==> src/rtl/sst_pkg.sv <==
package sst_pkg;

    localparam int DW    = 8;
    localparam int IDX_W = $clog2(DW);

    typedef enum logic {
        ST_IDLE,
        ST_SHIFT
    } sst_state_e;

    typedef struct packed {
        logic invert;
        logic msb_first;
    } sst_fmt_t;

    typedef struct packed {
        logic          full;
        logic [DW-1:0] data;
    } sst_buf_t;

    // Apply bit-order reversal, then optional complement.
    function automatic logic [DW-1:0] sst_shape(input logic [DW-1:0] d, input sst_fmt_t f);
        logic [DW-1:0] r;
        for (int i = 0; i < DW; i++) begin
            r[i] = f.msb_first ? d[DW-1-i] : d[i];
        end
        return f.invert ? ~r : r;
    endfunction

endpackage

==> src/rtl/sst_prescaler.sv <==
module sst_prescaler #(
    parameter int DIV_MID  = 8,
    parameter int DIV_SLOW = 32
) (
    input  logic       clk,
    input  logic       rst,
    input  logic [1:0] src_sel,
    output logic       tick
);
    logic [1:0] slow_tick;

    for (genvar g = 0; g < 2; g++) begin : g_div
        localparam int D  = (g == 0) ? DIV_MID : DIV_SLOW;
        localparam int CW = $clog2(D + 1);
        logic [CW-1:0] cnt;

        always_ff @(posedge clk) begin
            if (rst) begin
                cnt <= '0;
            end else if (cnt == CW'(D - 1)) begin
                cnt <= '0;
            end else begin
                cnt <= cnt + 1'b1;
            end
        end

        assign slow_tick[g] = (cnt == CW'(D - 1));
    end

    always_comb begin
        unique case (src_sel)
            2'd0:    tick = 1'b1;
            2'd1:    tick = slow_tick[0];
            default: tick = slow_tick[1];
        endcase
    end

endmodule

==> src/rtl/sst_bitclock.sv <==
module sst_bitclock #(
    parameter int DIV_W = 8
) (
    input  logic             clk,
    input  logic             rst,
    input  logic             tick,
    input  logic             run,
    input  logic [DIV_W-1:0] div_m,
    output logic             half_evt
);
    logic [DIV_W-1:0] cnt;

    always_ff @(posedge clk) begin
        if (rst || !run) begin
            cnt <= div_m;
        end else if (tick) begin
            cnt <= (cnt == '0) ? div_m : cnt - 1'b1;
        end
    end

    assign half_evt = run && tick && (cnt == '0);

endmodule

==> src/rtl/sst_shifter.sv <==
module sst_shifter
    import sst_pkg::*;
(
    input  logic          clk,
    input  logic          rst,
    input  logic          half_evt,
    input  logic          tx_en,
    input  logic          cts_ok,
    input  sst_fmt_t      fmt,
    input  logic          irq_sel,
    input  logic          irq_ack,
    input  logic          wr_en,
    input  logic [DW-1:0] wr_data,
    output logic          running,
    output logic          sclk_out,
    output logic          sdata_out,
    output logic          buf_empty,
    output logic          shift_empty,
    output logic          irq
);
    sst_state_e       state;
    sst_buf_t         hold;
    logic [DW-1:0]    shreg;
    logic [IDX_W-1:0] bit_idx;
    logic             sclk_q, sdata_q, sempty_q, irq_q;
    logic             can_start, at_boundary, load, drain;

    assign can_start   = hold.full && tx_en && cts_ok;
    assign at_boundary = (state == ST_SHIFT) && half_evt && !sclk_q && (bit_idx == IDX_W'(DW - 1));
    assign load        = can_start && ((state == ST_IDLE) || at_boundary);
    assign drain       = at_boundary && !can_start;

    // Transmit buffer: a same-cycle write wins over the load that empties it.
    always_ff @(posedge clk) begin
        if (rst) begin
            hold <= '0;
        end else if (wr_en) begin
            hold.full <= 1'b1;
            hold.data <= wr_data;
        end else if (load) begin
            hold.full <= 1'b0;
        end
    end

    always_ff @(posedge clk) begin
        if (rst) begin
            state    <= ST_IDLE;
            shreg    <= '0;
            bit_idx  <= '0;
            sclk_q   <= 1'b1;
            sdata_q  <= 1'b1;
            sempty_q <= 1'b1;
        end else begin
            if (load) begin
                state    <= ST_SHIFT;
                shreg    <= sst_shape(hold.data, fmt);
                bit_idx  <= '0;
                sempty_q <= 1'b0;
            end else if (drain) begin
                state    <= ST_IDLE;
                sempty_q <= 1'b1;
            end else if (state == ST_SHIFT && half_evt && !sclk_q) begin
                bit_idx <= bit_idx + 1'b1;
            end
            if (state == ST_SHIFT && half_evt) begin
                sclk_q <= !sclk_q;
                if (sclk_q) begin
                    sdata_q <= shreg[bit_idx];
                end
            end
        end
    end

    always_ff @(posedge clk) begin
        if (rst) begin
            irq_q <= 1'b0;
        end else if ((irq_sel == 1'b0) ? load : drain) begin
            irq_q <= 1'b1;
        end else if (irq_ack) begin
            irq_q <= 1'b0;
        end
    end

    assign running     = (state == ST_SHIFT);
    assign sclk_out    = sclk_q;
    assign sdata_out   = sdata_q;
    assign buf_empty   = !hold.full;
    assign shift_empty = sempty_q;
    assign irq         = irq_q;

    AST_SCLK_IDLE_HIGH: assert property (@(posedge clk) disable iff (rst)
        (state == ST_IDLE) |-> sclk_q);
    AST_DATA_ON_FALL: assert property (@(posedge clk) disable iff (rst)
        !$fell(sclk_q) |-> $stable(sdata_q));
    AST_DRAINED_MEANS_IDLE: assert property (@(posedge clk) disable iff (rst)
        sempty_q |-> (state == ST_IDLE));
    AST_IRQ_HELD: assert property (@(posedge clk) disable iff (rst)
        (irq_q && !irq_ack) |=> irq_q);
    AST_START_GATED: assert property (@(posedge clk) disable iff (rst)
        ((state == ST_SHIFT) && $past(state == ST_IDLE)) |-> $past(tx_en && cts_ok));

endmodule

==> src/rtl/sync_serial_tx.sv <==
module sync_serial_tx
    import sst_pkg::*;
#(
    parameter int DIV_W    = 8,
    parameter int DIV_MID  = 8,
    parameter int DIV_SLOW = 32
) (
    input  logic             clk,
    input  logic             rst,
    input  logic [1:0]       src_sel,
    input  logic [DIV_W-1:0] div_m,
    input  logic             tx_en,
    input  logic             cts_n,
    input  logic             cts_ignore,
    input  logic             invert,
    input  logic             msb_first,
    input  logic             irq_sel,
    input  logic             irq_ack,
    input  logic             wr_en,
    input  logic [DW-1:0]    wr_data,
    output logic             sclk_out,
    output logic             sdata_out,
    output logic             buf_empty,
    output logic             shift_empty,
    output logic             irq
);
    logic [1:0] cts_sync;
    logic       tick, half_evt, running, cts_ok;
    sst_fmt_t   fmt;

    always_ff @(posedge clk) begin
        if (rst) begin
            cts_sync <= 2'b11;
        end else begin
            cts_sync <= {cts_sync[0], cts_n};
        end
    end

    assign cts_ok = cts_ignore || !cts_sync[1];
    assign fmt    = '{invert: invert, msb_first: msb_first};

    sst_prescaler #(.DIV_MID(DIV_MID), .DIV_SLOW(DIV_SLOW)) u_pre (
        .clk(clk), .rst(rst), .src_sel(src_sel), .tick(tick)
    );

    sst_bitclock #(.DIV_W(DIV_W)) u_bclk (
        .clk(clk), .rst(rst), .tick(tick), .run(running),
        .div_m(div_m), .half_evt(half_evt)
    );

    sst_shifter u_shift (
        .clk(clk), .rst(rst), .half_evt(half_evt), .tx_en(tx_en),
        .cts_ok(cts_ok), .fmt(fmt), .irq_sel(irq_sel), .irq_ack(irq_ack),
        .wr_en(wr_en), .wr_data(wr_data), .running(running),
        .sclk_out(sclk_out), .sdata_out(sdata_out), .buf_empty(buf_empty),
        .shift_empty(shift_empty), .irq(irq)
    );

    AST_EVT_ONLY_ON_TICK: assert property (@(posedge clk) disable iff (rst)
        $fell(sclk_out) |-> $past(tick));

endmodule

==> config.mk <==
export PLATFORM = sky130hd
export DESIGN_NAME = sync_serial_tx
export DESIGN_NICKNAME = d
export VERILOG_FILES = /design/src/rtl/sst_pkg.sv /design/src/rtl/sst_prescaler.sv /design/src/rtl/sst_bitclock.sv /design/src/rtl/sst_shifter.sv /design/src/rtl/sync_serial_tx.sv
export SDC_FILE = /design/constraint.sdc
export NUM_CORES = 1
export LEC_CHECK = 0
export CAP_MARGIN = 20
export CORE_MARGIN = 4
export CORE_UTILIZATION = 25
export DETAILED_ROUTE_END_ITERATION = 16
export GPL_ROUTABILITY_DRIVEN = 0
export MAX_ROUTING_LAYER = met4
export PLACE_DENSITY = 0.47
export SYNTH_ARGS = -nofsm -noshare
export SYNTH_HDL_FRONTEND = slang
export SYNTH_SLANG_ARGS = --single-unit
==> constraint.sdc <==
create_clock -name clk -period 4.28 [get_ports clk]
set_input_delay 0.428 -clock clk [delete_from_list [all_inputs] [get_ports clk]]
set_output_delay 0.428 -clock clk [all_outputs]
set_load 0.05 [all_outputs]
==> impl_results.md <==
- Metal-1 WL: around 2300 um
- Worst Reg-to-Reg Cells: 7
- Met3 Wirelength: approximately 210 um
- R2r endpoint: u_shift.irq$_SDFFE_PP0P_
- Register Area: slightly below 0.001 sq mm
- Worst-path clk slew: ~0.090 ns
- Synth Area in Compound Gates: a little under an eighth
- Die H: a little over 100 um
- Starting Density: 25.6%
- Mapped Nets: 263
- Post-CTS sizing: 0
- Met2 wire len: 1990 um
- Post-Synth Simple-Gate Area: a little under a fifth
- Synth cell types: 45
- Final setup vio count: 0
- Hold_buf cts: 0
- Worst slew pin tran: between 0.5 and 0.6 ns
- Residual DRC: 0
- Worst-path maximum fanout: 6
- I/O Buffers: 32
- Fin crit share: between 40 and 50%
- Routed vias/inst: 4.47
- Layout Nets: about 290
- Period minus WS final: roughly 2.0 ns
- DR top layer: met4
- CTS Buffer Depth: 2
- Crit start category: flip-flop
- Post-route setup TNS: 0 ns
- Total GRT Usage: 9.62%
- Post-DR wirelength/cell: between 10 and 15 um
- WL final: 4580 um
- Ant diodes: 0
- Critical R2R Launch: u_bclk.cnt[0]$_DFFE_PP_
- Hold depth: 1
- Status: finished, final reports clean
- Max-slew headroom: 63.0%
- DIE WIDTH: 103 um
- Final Hold Viols: 0
- Crit path max-delay family: buffers and inverters
- Cell Pwr Density: 307 mW/mm^2
- Yosys top cell by area: dfxtp_1
- Initial antenna violation count: 0
- Largest family of logic cells by synthesized area: simple AND/OR/NAND/NOR gates
- Filler cell count: ~920
- Layout cells sized above 1: 11.2%
- R2R Setup Slk: between 2 and 2.5 ns
- Via count: between 1500 and 2000
- Pleak: 1.03 nW
- First-pass GRT wire length: 7780 um
- Ranking of synthesized cells by area: dfxtp_1 (33%), edfxtp_1 (11%), mux2i_1 (8.5%)
- Die ar.: roughly 0.011 sq mm
- Netlist Area Pre-Place: 0.00224 sq mm
- Slew Limit Fails: 0
- Required time of the critical path: a little under 4 ns
- Antenna Violating Nets Remaining: 0
- Hold Crit Class: flip-flop to flip-flop
- Post-synthesis register bit count: between 40 and 50
- Global route overflow: 0
- CP Capture Type: primary output
- Synth warn: 0
- Seq/Total Area, Yosys: 43.9%
- Post CTS Setup Buffer Count: 0
- Mux cell area share after synthesis: between 10% and 20%
- DRT Pass-1 Iters: 4
- Top achievable clock speed: around 500 MHz
- Critical path, cell by cell: clkdlybuf4s50_1
- Max_cap viols: 0
- Ports: 33
- Sinks on Clock Net: 45
- Number of global-route vias before repair: between 1500 and 2000
- Clk Latency, worst-skew pair: about 0.3 ns
- Row count: 34
- Placeable Area: just under 0.009 sq mm
- H-tree depth: 2
- Clock skew: about 0.0075 ns
- WP data arrival: between 1.5 and 2 ns
- Mapped Cells: roughly 230
- Worst hold path startpoint: cts_sync[0]$_SDFF_PP1_
- Crit path largest cell delay: between 0.8 and 0.9 ns
- Avg Cell Area, Syn: 9.76 sq um
- Worst path bufs/invs: 1
- Synth top area share: about 33%
- CTS tree: yes
- Adder-cell area share of the yosys netlist: roughly 3.4%
- Worst setup path class: flip-flop to primary output
- VDD IR max: 0.000123 V
- Xor/xnor share of the synthesized area: between 8 and 9%
- Pin count of the biggest net entering global routing: 36
- Drt initial violations: 56
- Multi-input logic area: approximately 0.0012 sq mm
- Master of the slowest instance on the critical path: clkdlybuf4s50_1
- WHS Endpoint: cts_sync[1]$_SDFF_PP1_
- Total power draw: around 0.84 mW
- TritonCTS buffer count: 5
- Clock Tree Root: clkbuf_8
- Unrepaired setup endpoints after global routing: no
- Layout area overhead: 22.3%
- DPL Wire Length: ~3400 um
synth_stat cells, drive strengths merged:
cell / n
a21o: 1
a21oi: 12
a31o: 1
a31oi: 3
and2: 1
and2b: 1
and3: 2
buf: 4
clkbuf: 6
dfxtp: 37
edfxtp: 8
ha: 6
inv: 5
mux2i: 19
mux4: 2
nand2: 17
nand2b: 3
nand3: 12
nand3b: 1
nand4: 1
nor2: 24
nor2b: 2
nor3: 8
nor3b: 3
nor4: 1
o2111a: 1
o2111ai: 2
o21a: 1
o21ai: 18
o21bai: 2
or2: 3
or3: 1
xnor2: 15
xor2: 6
report_power, final:
part | switching, mW | total (mW) | internal [mW]
Clock | 0.149 | 0.262 | 0.113
Combinational | 0.0491 | 0.108 | 0.0585
Sequential | 0.0179 | 0.470 | 0.453
Total | 0.216 | 0.840 | 0.624
cell usage in the layout (no fill, tap or decap), types with 5 or more instances in the layout:
master	count
ha_1	6
nor3_1	6
clkdlybuf4s50_1	32
xnor2_1	15
a21oi_1	11
edfxtp_1	8
nand2_1	16
o21ai_0	17
nor2_1	24
inv_1	5
dfxtp_1	37
mux2i_1	19
clkbuf_8	5
xor2_1	6
nand3_1	12
layer usage:
| metal | up-vias | global-route usage, % |
|---|---|---|
| met2 | 27 | 14.4 |
| met4 | 0 | 3.33 |
| met3 | 6 | 2.23 |
| li1 | 854 | - |
| met1 | 757 | 12.7 |
| met5 | - | - |
worst max path at each step:
stage / from / to / slack [ns] / cells after the start
after floorplan: u_bclk.cnt[0]$_DFFE_PP_ / u_bclk.cnt[0]$_DFFE_PP_ / 2.64 / 7
after global placement: tx_en / u_shift.shreg[4]$_SDFFE_PP0P_ / 2.11 / 6
after detailed placement: src_sel[1] / u_shift.irq$_SDFFE_PP0P_ / 2.10 / 6
after CTS: u_shift.sclk_out$_SDFFE_PP1N_ / sclk_out / 2.27 / 1
after global routing: u_bclk.cnt[0]$_DFFE_PP_ / u_shift.irq$_SDFFE_PP0P_ / 2.18 / 7
final: u_shift.sclk_out$_SDFFE_PP1N_ / sclk_out / 2.28 / 1
final cells by class:
| type | instances | area share (%) |
|---|---|---|
| Multi-Input combinational cell | 169 | 43.4 |
| Sequential cell | 45 | 35.9 |
| Timing Repair Buffer | 33 | 12.0 |
| Tap cell | 108 | 4.94 |
| Clock buffer | 5 | 2.52 |
| Inverter | 5 | 0.686 |
| Clock inverter | 3 | 0.640 |
sequential cells by signal (all words and copies together) (netlist names):
register	flops
u_shift.irq	1
u_shift.sdata_out	1
u_shift.shreg	8
u_bclk.cnt	8
cts_sync	2
u_shift.shift_empty	1
u_shift.bit_idx	3
u_pre.g_div.cnt	10
u_shift.running	1
u_shift.sclk_out	1
u_shift.hold	9
logic make-up after synthesis:
kind of cell | Yosys count
fa+ha+maj | 6
flops | 45
compound gates | 41
xor+xnor | 21
simple gates | 80
buf+inv | 15
mux | 21
stage by stage:
stage / utilization, % / hold WS, ns / area (sq um) / instances / setup WS [ns]
floorplan: - / 0.389 / 2240 / 229 / 2.64
global placement: 30.4 / 0.398 / 2650 / 360 / 2.11
detailed placement: 30.4 / 0.408 / 2650 / 360 / 2.10
CTS: 31.4 / 0.431 / 2740 / 368 / 2.27
global route: 31.4 / 0.461 / 2740 / 368 / 2.18
finish: 31.4 / 0.426 / 2740 / 368 / 2.28
Power figures use the tool's default switching activity.
